<file path="src/rtl/mkr_pkg.sv">
package mkr_pkg;

   typedef enum logic [2:0] {
      ST_IDLE  = 3'd0,
      ST_QUAL  = 3'd1,
      ST_PULSE = 3'd2,
      ST_HOLD  = 3'd3,
      ST_LOCK  = 3'd4
   } mkr_state_e;

   function automatic int unsigned mkr_max(input int unsigned a, input int unsigned b);
      return (a > b) ? a : b;
   endfunction

endpackage

</file>
<file path="src/rtl/mkr_key_sync.sv">
module mkr_key_sync #(
   parameter int   WIDTH     = 4,
   parameter int   STAGES    = 2,
   parameter logic RESET_VAL = 1'b1
) (
   input  logic             clk_i,
   input  logic             rst_ni,
   input  logic [WIDTH-1:0] d_i,
   output logic [WIDTH-1:0] q_o
);

   if (WIDTH < 1)  $error("mkr_key_sync: WIDTH must be at least 1");
   if (STAGES < 2) $error("mkr_key_sync: STAGES must be at least 2");

   logic [STAGES-1:0][WIDTH-1:0] stage_q;

   always_ff @(posedge clk_i or negedge rst_ni) begin
      if (!rst_ni) begin
         stage_q <= {STAGES{{WIDTH{RESET_VAL}}}};
      end else begin
         stage_q[0] <= d_i;
         for (int s = 1; s < STAGES; s++) begin
            stage_q[s] <= stage_q[s-1];
         end
      end
   end

   assign q_o = stage_q[STAGES-1];

   // the last stage trails the one before it by exactly one edge
   p_sync_shift_r3: assert property (@(posedge clk_i) disable iff (!rst_ni)
      q_o == $past(stage_q[STAGES-2]))
      else $error("p_sync_shift_r3");

endmodule

</file>
<file path="src/rtl/mkr_combo_match.sv">
module mkr_combo_match #(
   parameter int NUM_KEYS = 4,
   parameter int SEL_W    = 2
) (
   input  logic [NUM_KEYS-1:0] keys_ni,
   input  logic [SEL_W-1:0]    sel_i,
   output logic                combo_o
);

   if (NUM_KEYS < 2) $error("mkr_combo_match: at least two keys are needed");
   if ((1 << SEL_W) < NUM_KEYS) $error("mkr_combo_match: SEL_W too narrow");

   logic [NUM_KEYS-1:0] mask;

   // group n covers keys 0..n; selector 0 switches the feature off
   for (genvar i = 0; i < NUM_KEYS; i++) begin : g_mask
      assign mask[i] = (sel_i != '0) && (i <= int'(sel_i));
   end

   assign combo_o = (|mask) && ((keys_ni & mask) == '0);

endmodule

</file>
<file path="src/rtl/mkr_qual_fsm.sv">
module mkr_qual_fsm
   import mkr_pkg::*;
#(
   parameter int unsigned QUAL_CYCLES  = 65536,
   parameter int unsigned PULSE_CYCLES = 64
) (
   input  logic clk_i,
   input  logic rst_ni,
   input  logic combo_i,
   input  logic bypass_i,
   output logic rst_req_o
);

   localparam int unsigned MAX_CNT = mkr_max(QUAL_CYCLES, PULSE_CYCLES);
   localparam int          CNT_W   = $clog2(MAX_CNT + 1);
   localparam logic [CNT_W-1:0] QUAL_LAST  = CNT_W'(QUAL_CYCLES - 1);
   localparam logic [CNT_W-1:0] PULSE_LAST = CNT_W'(PULSE_CYCLES - 1);

   if (QUAL_CYCLES < 2)  $error("mkr_qual_fsm: QUAL_CYCLES must be at least 2");
   if (PULSE_CYCLES < 1) $error("mkr_qual_fsm: PULSE_CYCLES must be at least 1");

   mkr_state_e       state_q, state_d;
   logic [CNT_W-1:0] cnt_q, cnt_d;
   logic             rst_q;

   always_comb begin
      state_d = state_q;
      cnt_d   = cnt_q;
      unique case (state_q)
         ST_IDLE: begin
            if (combo_i) begin
               if (bypass_i) begin
                  state_d = ST_HOLD;
               end else begin
                  state_d = ST_QUAL;
                  cnt_d   = CNT_W'(1);
               end
            end
         end
         ST_QUAL: begin
            if (!combo_i) begin
               state_d = ST_IDLE;
               cnt_d   = '0;
            end else if (bypass_i) begin
               state_d = ST_HOLD;
               cnt_d   = '0;
            end else if (cnt_q == QUAL_LAST) begin
               state_d = ST_PULSE;
               cnt_d   = '0;
            end else begin
               cnt_d = cnt_q + CNT_W'(1);
            end
         end
         ST_PULSE: begin
            if (cnt_q == PULSE_LAST) begin
               cnt_d   = '0;
               state_d = combo_i ? ST_LOCK : ST_IDLE;
            end else begin
               cnt_d = cnt_q + CNT_W'(1);
            end
         end
         ST_HOLD: begin
            if (!combo_i) state_d = ST_IDLE;
         end
         ST_LOCK: begin
            if (!combo_i) state_d = ST_IDLE;
         end
         default: begin
            state_d = ST_IDLE;
            cnt_d   = '0;
         end
      endcase
   end

   always_ff @(posedge clk_i or negedge rst_ni) begin
      if (!rst_ni) begin
         state_q <= ST_IDLE;
         cnt_q   <= '0;
         rst_q   <= 1'b0;
      end else begin
         state_q <= state_d;
         cnt_q   <= cnt_d;
         rst_q   <= (state_d == ST_PULSE) || (state_d == ST_HOLD);
      end
   end

   assign rst_req_o = rst_q;

   // no request leaves idle without the full group
   p_idle_needs_group_r2: assert property (@(posedge clk_i) disable iff (!rst_ni)
      (state_q == ST_IDLE && !combo_i) |=> (state_q == ST_IDLE && !rst_req_o))
      else $error("p_idle_needs_group_r2");

   // qualification count stays inside its window
   p_qual_bound_r4: assert property (@(posedge clk_i) disable iff (!rst_ni)
      (state_q == ST_QUAL) |-> (cnt_q != '0 && cnt_q <= QUAL_LAST && !rst_req_o))
      else $error("p_qual_bound_r4");

   // a released key during qualification clears the count
   p_abort_clears_r5: assert property (@(posedge clk_i) disable iff (!rst_ni)
      (state_q == ST_QUAL && !combo_i) |=> (state_q == ST_IDLE && cnt_q == '0))
      else $error("p_abort_clears_r5");

   // pulse length is bounded and the pulse always ends
   p_pulse_bound_r6: assert property (@(posedge clk_i) disable iff (!rst_ni)
      (state_q == ST_PULSE) |-> (cnt_q <= PULSE_LAST && rst_req_o))
      else $error("p_pulse_bound_r6");

   p_pulse_ends_r6: assert property (@(posedge clk_i) disable iff (!rst_ni)
      (state_q == ST_PULSE && cnt_q == PULSE_LAST) |=> !rst_req_o)
      else $error("p_pulse_ends_r6");

   // held keys after a pulse cannot retrigger
   p_no_retrigger_r7: assert property (@(posedge clk_i) disable iff (!rst_ni)
      (state_q == ST_LOCK && combo_i) |=> (state_q == ST_LOCK && !rst_req_o))
      else $error("p_no_retrigger_r7");

   // bypass asserts reset on the next edge
   p_bypass_now_r8: assert property (@(posedge clk_i) disable iff (!rst_ni)
      (state_q == ST_IDLE && combo_i && bypass_i) |=> rst_req_o)
      else $error("p_bypass_now_r8");

   // bypass reset follows the group
   p_hold_keeps_r9: assert property (@(posedge clk_i) disable iff (!rst_ni)
      (state_q == ST_HOLD && combo_i) |=> rst_req_o)
      else $error("p_hold_keeps_r9");

   p_hold_drops_r9: assert property (@(posedge clk_i) disable iff (!rst_ni)
      (state_q == ST_HOLD && !combo_i) |=> !rst_req_o)
      else $error("p_hold_drops_r9");

endmodule

</file>
<file path="src/rtl/multikey_reset.sv">
module multikey_reset #(
   parameter int          NUM_KEYS     = 4,
   parameter int          SYNC_STAGES  = 2,
   parameter int unsigned QUAL_CYCLES  = 65536,
   parameter int unsigned PULSE_CYCLES = 64,
   localparam int         SEL_W        = $clog2(NUM_KEYS)
) (
   input  logic                clk_slow_i,
   input  logic                rst_ni,
   input  logic [NUM_KEYS-1:0] keys_ni,
   input  logic [SEL_W-1:0]    group_sel_i,
   input  logic                sleep_i,
   input  logic                settle_i,
   output logic                key_rst_o
);

   logic [NUM_KEYS-1:0] keys_sync;
   logic                combo;
   logic                bypass;

   mkr_key_sync #(
      .WIDTH     (NUM_KEYS),
      .STAGES    (SYNC_STAGES),
      .RESET_VAL (1'b1)
   ) u_sync (
      .clk_i  (clk_slow_i),
      .rst_ni (rst_ni),
      .d_i    (keys_ni),
      .q_o    (keys_sync)
   );

   mkr_combo_match #(
      .NUM_KEYS (NUM_KEYS),
      .SEL_W    (SEL_W)
   ) u_match (
      .keys_ni (keys_sync),
      .sel_i   (group_sel_i),
      .combo_o (combo)
   );

   assign bypass = sleep_i | settle_i;

   mkr_qual_fsm #(
      .QUAL_CYCLES  (QUAL_CYCLES),
      .PULSE_CYCLES (PULSE_CYCLES)
   ) u_fsm (
      .clk_i     (clk_slow_i),
      .rst_ni    (rst_ni),
      .combo_i   (combo),
      .bypass_i  (bypass),
      .rst_req_o (key_rst_o)
   );

   // with the feature off, a quiet output stays quiet
   p_disabled_quiet_r10: assert property (@(posedge clk_slow_i) disable iff (!rst_ni)
      (group_sel_i == '0 && !key_rst_o) |=> !key_rst_o)
      else $error("p_disabled_quiet_r10");

endmodule

</file>
<file path="config.mk">
export PLATFORM = sky130hd
export DESIGN_NAME = multikey_reset
export DESIGN_NICKNAME = d
export VERILOG_FILES = /design/src/rtl/mkr_pkg.sv /design/src/rtl/mkr_key_sync.sv /design/src/rtl/mkr_combo_match.sv /design/src/rtl/mkr_qual_fsm.sv /design/src/rtl/multikey_reset.sv
export SDC_FILE = /design/constraint.sdc
export NUM_CORES = 1
export LEC_CHECK = 0
export BUFFER_PORTS_ARGS = -buffer_cell sky130_fd_sc_hd__buf_2
export CAP_MARGIN = 5
export CORE_UTILIZATION = 45
export DETAILED_ROUTE_END_ITERATION = 8
export GPL_TIMING_DRIVEN = 0
export PLACE_DENSITY = 0.71
export SKIP_LAST_GASP = 1
export SYNTH_ARGS = -nofsm -noshare
export SYNTH_HDL_FRONTEND = slang
export SYNTH_HIERARCHICAL = 1
export SYNTH_SLANG_ARGS = --single-unit
</file>
<file path="constraint.sdc">
create_clock -name clk_slow_i -period 3.23 [get_ports clk_slow_i]
set_input_delay 0 -clock clk_slow_i [delete_from_list [all_inputs] [get_ports clk_slow_i]]
set_output_delay 0 -clock clk_slow_i [all_outputs]
set_load 0.02 [all_outputs]
</file>
==> impl_metrics.py, run 1 <==
metrics = {
    "routing": {
        "vias": 1220,
        "drc": 0,
        "routed_wl_um": 3090,
        "drt-pass1-iter-count": 4,
        "vias_per_cell": 5.65,
        "postRouteAntennaNets": 0,
        "first_iter_violations": 92,
        "post_drt_wl_per_cell_um": 14.3,
    },
    "synthesis": {
        "synth_area_leader_cell": "dfrtp_1",
        "yosysSeqAreaShare": 0.480,
        "syn-cell-area_mm2": 0.00153,
        "synthArstFlopShare": 1.00,
        "synth_top_area_share": 0.343,
        "ys_types": 47,
        "synth.area.top_cells": "dfrtp_1 (34%), dfstp_2 (14%), o21ai_0 (3.9%)",
        "postSynthCellCount": 149,
        "ys.warnings.count": 6,
        "synth_flop_cell": "dfrtp_1",
        "syn_nets": 162,
        "ys_ff_latch": 29,
        "synth_area_per_cell_um2": 10.3,
        "synth_edf_count": 0,
    },
    "power_and_ir_drop": {
        "peakVddDrop_mv": 0.382,
        "p_per_area_mw_per_mm2": 676,
        "power.leakage_nw": 0.773,
        "fin_total_pwr_mw": 1.20,
    },
    "global_routing": {
        "grt_pass1_vias": 1175,
        "grt_max_degree": 30,
        "grt_pass1_wl_um": 5280,
        "grtUsageTotal": 0.208,
        "grt_remaining_overflow": 0,
        "antenna_found_initial": 0,
    },
    "placement": {
        "gp_congestion": 0.867,
        "dpl.cell_count": 203,
        "pre_cts_ws_ps": 556,
        "port_buffers": 10,
        "hpwl_um": 2070,
    },
    "sta": {
        "holdWs_ps": 166,
        "rsz0062_at_grt": "false",
        "fin_ws_ps": 439,
        "worst_pin_slew_ps": 683,
        "fmaxAchievable_mhz": 358,
        "final.period_utilization": 0.864,
        "slew_headroom": 0.543,
        "setup_violations": 0,
        "clock_skew_ps": 7.45,
        "fin_crit_ps": 2790,
        "drv_slew": 0,
        "hold_viol": 0,
        "fin_setup_tns_ps": 0,
    },
    "clock_tree": {
        "clkLatencyLatePin_ps": 350,
        "cts_setup_buffers": 0,
        "cts_tree": "yes",
        "h-tree-depth": 2,
        "clockBufferDepth": 2,
        "cts.sinks": 29,
        "hold_buffers": 5,
        "cts_resized": 0,
        "clkTransAtPathRegs_ps": 90,
        "cts_inserted_buffers": 5,
        "root_buffer": "clkbuf_4",
    },
    "floorplan": {
        "core_mm2": 0.00315,
        "std_cell_rows": 20,
        "ios": 11,
        "die-area_mm2": 0.00365,
        "fp.dieH_um": 60.4,
        "die_w_um": 60.4,
        "start_util": 0.487,
    },
    "run": {
        "drv_cap": 0,
    },
    "critical_path": {
        "worstSetupPathType": "flop to flop",
        "critPathTopFamily": "simple AND/OR/NAND/NOR gates",
        "cp.arrival_ps": 3030,
        "crit_chain": "ha_1 -> nand2_1 -> or3_1 -> inv_1 -> ha_1 -> nor4b_1 -> nand3_1 -> o211ai_1 -> o311ai_0 -> o41ai_1",
        "cp_common_cell": "ha_1",
        "cp_slowest_cell": "dfrtp_1",
        "critPathMaxStageDelay_ps": 440,
        "cp-start-kind": "flop",
        "crit_path_end_kind": "flop",
        "worstPathMaxFanout": 10,
        "path_buf_inv": 1,
        "required_ps": 3470,
    },
    "finish": {
        "layout-drive-gt1-share": 0.256,
        "syn_to_final_growth_pct": 15.9,
        "layout_common_cells": "dfrtp_1 (21), nand2_1 (15), o21ai_0 (12)",
        "final_common_cell": "dfrtp_1",
        "fin_nets": 184,
        "n_antenna_cell": 0,
        "instances_no_fill": 216,
    },
    "run_status": {
        "status": "complete, no violations",
    },
    "hold_path": {
        "hold_path_class": "input port to flop",
    },
}
[stage by stage]
step | cell area [µm²] | util
6_report | 1780 | 0.564
3_3_place_gp | 1640 | 0.520
2_1_floorplan | 1530 | -
3_5_place_dp | 1640 | 0.520
4_1_cts | 1780 | 0.564
5_1_grt | 1780 | 0.564
[power by group]
part	internal, mW	switching, mW
Combinational	0.156	0.241
Clock	0.184	0.137
Sequential	0.424	0.0597
Total	0.764	0.438
[kinds of logic after synthesis]
kind of cell,after synthesis,share of synthesized area
xor gates and xnor gates,1,0.00571
adders and majority gates,3,0.0245
buffers and inverters,12,0.0522
AOI/OAI and AO/OA,42,0.197
and+or+nand+nor,60,0.224
DFF,29,0.480
muxes,2,0.0163
[worst min-delay path, cell delays in order]
cell and delay, ps:
buf_2 100, mux2i_1 150, nor3_2 90, nor3b_1 130
[sequential cells by signal, indices dropped and copies added (netlist names)]
signal and flops:
u_fsm/rst_req_o 1, u_fsm/cnt_q 17, u_sync/q_o 4, u_sync/stage_q 4
u_fsm/state_q 3
[layer usage]
layer / track usage / part of all wire / up-vias
li1: - / - / 592
met1: 0.255 / 0.45 / 586
met5: 0 / 0 / -
met3: 0.0512 / 0.060 / 8
met4: 0.130 / 0.024 / 0
met2: 0.328 / 0.47 / 34
[worst paths after layout]
path,startpoint,endpoint,slack (ps),cells after the start
worst max-delay path,u_fsm/cnt_q[0]$_DFFE_PN0P_,u_fsm/cnt_q[10]$_DFFE_PN0P_,440,10
worst min-delay path,group_sel_i[0],u_fsm/state_q[2]$_DFF_PN0_,170,4
worst max register to register,u_fsm/cnt_q[0]$_DFFE_PN0P_,u_fsm/cnt_q[10]$_DFFE_PN0P_,440,10
worst min register to register,u_sync/stage_q[0]$_DFF_PN1_,u_sync/q_o[0]$_DFF_PN1_,360,0
max in group asynchronous,rst_ni,u_fsm/cnt_q[10]$_DFFE_PN0P_,2620,2
min in group asynchronous,rst_ni,u_fsm/cnt_q[9]$_DFFE_PN0P_,200,2
[final cells by class]
type | instances | area (µm²)
fill | 288 | 1380
buffer | 8 | 65.1
sequential | 29 | 736
tap | 44 | 55.1
timing repair buffer | 15 | 100
clock buffer | 6 | 51.3
multi-input combinational | 108 | 718
clock inverter | 2 | 37.5
inverter | 4 | 15.0
[Yosys cell counts (2+ instances only)]
| library cell | number |
|---|---|
| ha_1 | 3 |
| nand4_1 | 2 |
| o21a_1 | 3 |
| dfstp_2 | 8 |
| and3_1 | 2 |
| o31ai_1 | 4 |
| a21o_1 | 5 |
| buf_4 | 4 |
| inv_1 | 4 |
| and4_4 | 2 |
| o21ai_0 | 12 |
| a21oi_1 | 4 |
| nand2_1 | 15 |
| dfrtp_1 | 21 |
| nor2b_1 | 2 |
| o211ai_1 | 6 |
| or4_1 | 2 |
| nor3_1 | 4 |
| nor4b_1 | 2 |
| nand2b_1 | 2 |
| nor3b_1 | 3 |
| nand3_1 | 7 |
| nor4_1 | 3 |
| nor2_1 | 6 |
Note: power is estimated with default switching activity, not from simulation.
==> run 2: changes to the inputs <==
--- a/config.mk
+++ b/config.mk
@@ -9,7 +9,7 @@
 export CAP_MARGIN = 5
 export CORE_UTILIZATION = 45
 export DETAILED_ROUTE_END_ITERATION = 8
-export GPL_TIMING_DRIVEN = 0
+export GPL_TIMING_DRIVEN = 1
 export PLACE_DENSITY = 0.71
 export SKIP_LAST_GASP = 1
 export SYNTH_ARGS = -nofsm -noshare
==> run 2 against run 1 <==
  * First-iteration DRC count down 16%
  * Utilization down 1.6 points
  * Cell area down 2.9%
  * Non-clock buffer count down 8
  * Clock power up 15%
  * Maximum frequency up 1.7%
  * Count of clock-buffer cells in the layout down 1
  * Hold slack better by 22 ps
  * Die area unchanged
  * Critical path depth unchanged
  * Critical path type unchanged
==> impl_metrics.py, run 2 (synthesized netlist as in run 1, its figures left out) <==
metrics = {
    "sta": {
        "rsz0062_at_grt": "false",
        "fmaxAchievable_mhz": 364,
        "worst_pin_slew_ps": 612,
        "slew_headroom": 0.592,
        "setup_violations": 0,
        "fin_ws_ps": 486,
        "clock_skew_ps": 3.06,
        "fin_setup_tns_ps": 0,
        "hold_viol": 0,
        "final.period_utilization": 0.849,
        "fin_crit_ps": 2740,
        "drv_slew": 0,
    },
    "floorplan": {
        "ios": 11,
        "core_mm2": 0.00315,
        "fp.dieH_um": 60.4,
        "start_util": 0.487,
        "die-area_mm2": 0.00365,
        "std_cell_rows": 20,
        "die_w_um": 60.4,
    },
    "clock_tree": {
        "cts_resized": 0,
        "hold_buffers": 5,
        "cts_inserted_buffers": 5,
        "cts_setup_buffers": 0,
        "h-tree-depth": 2,
        "cts_tree": "yes",
        "clockBufferDepth": 2,
        "cts.sinks": 29,
        "clkLatencyLatePin_ps": 320,
        "clkTransAtPathRegs_ps": 90,
        "root_buffer": "clkbuf_4",
    },
    "placement": {
        "port_buffers": 10,
        "gp_congestion": 0.845,
        "pre_cts_ws_ps": 568,
        "hpwl_um": 2010,
    },
    "global_routing": {
        "grtUsageTotal": 0.195,
        "grt_pass1_vias": 1185,
        "grt_pass1_wl_um": 5080,
        "grt_remaining_overflow": 0,
        "antenna_found_initial": 0,
        "grt_max_degree": 30,
    },
    "routing": {
        "postRouteAntennaNets": 0,
        "drt-pass1-iter-count": 6,
        "routed_wl_um": 2970,
        "vias_per_cell": 5.73,
        "post_drt_wl_per_cell_um": 14.3,
        "first_iter_violations": 77,
        "vias": 1192,
        "drc": 0,
    },
    "power_and_ir_drop": {
        "fin_total_pwr_mw": 1.20,
        "power.leakage_nw": 0.745,
        "p_per_area_mw_per_mm2": 695,
        "peakVddDrop_mv": 0.443,
    },
    "finish": {
        "fin_nets": 176,
        "layout.area.seq_um2": 736,
        "final_common_cell": "dfrtp_1",
        "layout_common_cells": "dfrtp_1 (21), nand2_1 (15), o21ai_0 (12)",
        "n_antenna_cell": 0,
        "largest_register_ffs": 17,
        "top_register": "u_fsm/cnt_q",
        "final_core_util": 0.548,
        "layout-drive-gt1-share": 0.226,
        "nFillCells": 297,
        "syn_to_final_growth_pct": 12.6,
        "multiInputGateArea_um2": 718,
    },
    "run": {
        "drv_cap": 0,
    },
    "critical_path": {
        "critPathMaxStageDelay_ps": 480,
        "required_ps": 3500,
        "worstSetupPathType": "flop to flop",
        "cp_slowest_cell": "or4_1",
        "cp-start-kind": "flop",
        "worstPathMaxFanout": 21,
        "crit_chain": "ha_1 -> nand2_1 -> or3_1 -> inv_1 -> ha_1 -> nor4b_1 -> nand3_1 -> o21a_4 -> or4_1 -> nand3_1",
        "crit_path_end_kind": "flop",
        "cp.arrival_ps": 3010,
    },
    "hold_path": {
        "hold_path_class": "input port to flop",
    },
    "run_status": {
        "status": "complete, no violations",
    },
}
==> run 2: layout make-up <==
class,count,area share
Sequential cell,29,0.426
Clock inverter,3,0.0377
Clock buffer,5,0.0217
Tap cell,44,0.0319
Timing Repair Buffer,15,0.0580
Inverter,4,0.00870
Multi-Input combinational cell,108,0.416
==> run 2: path summary, 6_finish.rpt <==
| kind | from | endpoint | slack [ps] | cells after the start |
|---|---|---|---|---|
| worst min register to register | u_sync/stage_q[1]$_DFF_PN1_ | u_sync/q_o[1]$_DFF_PN1_ | 360 | 0 |
| worst max-delay path | u_fsm/cnt_q[0]$_DFFE_PN0P_ | u_fsm/cnt_q[15]$_DFFE_PN0P_ | 490 | 10 |
| worst min-delay path | group_sel_i[0] | u_fsm/state_q[2]$_DFF_PN0_ | 190 | 4 |
| worst max register to register | u_fsm/cnt_q[0]$_DFFE_PN0P_ | u_fsm/cnt_q[15]$_DFFE_PN0P_ | 490 | 10 |
| min in group asynchronous | rst_ni | u_fsm/rst_req_o$_DFF_PN0_ | 210 | 2 |
| max in group asynchronous | rst_ni | u_fsm/cnt_q[3]$_DFFE_PN0P_ | 2620 | 2 |
==> run 2: power breakdown <==
part | switching [mW] | internal, mW | total, mW
sequential | 0.0778 | 0.424 | 0.502
combinational | 0.208 | 0.123 | 0.331
clock | 0.128 | 0.240 | 0.368
==> run 2: critical path: cells and delay by family, from the launching register on <==
kind / cells / cell delay, ps
and+or+nand+nor: 6 / 1460
adders and majority gates: 2 / 470
DFF: 1 / 440
AOI/OAI and AO/OA: 1 / 240
buffers and inverters: 1 / 60
==> run 2: through the flow <==
stage | hold WS (ps) | cells | cell area, µm²
after floorplan | -296 | 149 | 1530
after global placement | 42.7 | 195 | 1570
after detailed placement | 53.1 | 195 | 1570
after CTS | 165 | 208 | 1730
after global routing | 181 | 208 | 1730
final | 187 | 208 | 1730
==> run 2: metal layers <==
metal	global-route usage	wire (µm)	vias up	part of all wire
li1	-	-	588	-
met1	0.240	1440	570	0.48
met2	0.306	1340	29	0.45
met3	0.0469	147	5	0.050
met4	0.126	49	0	0.017
met5	0	0	-	0
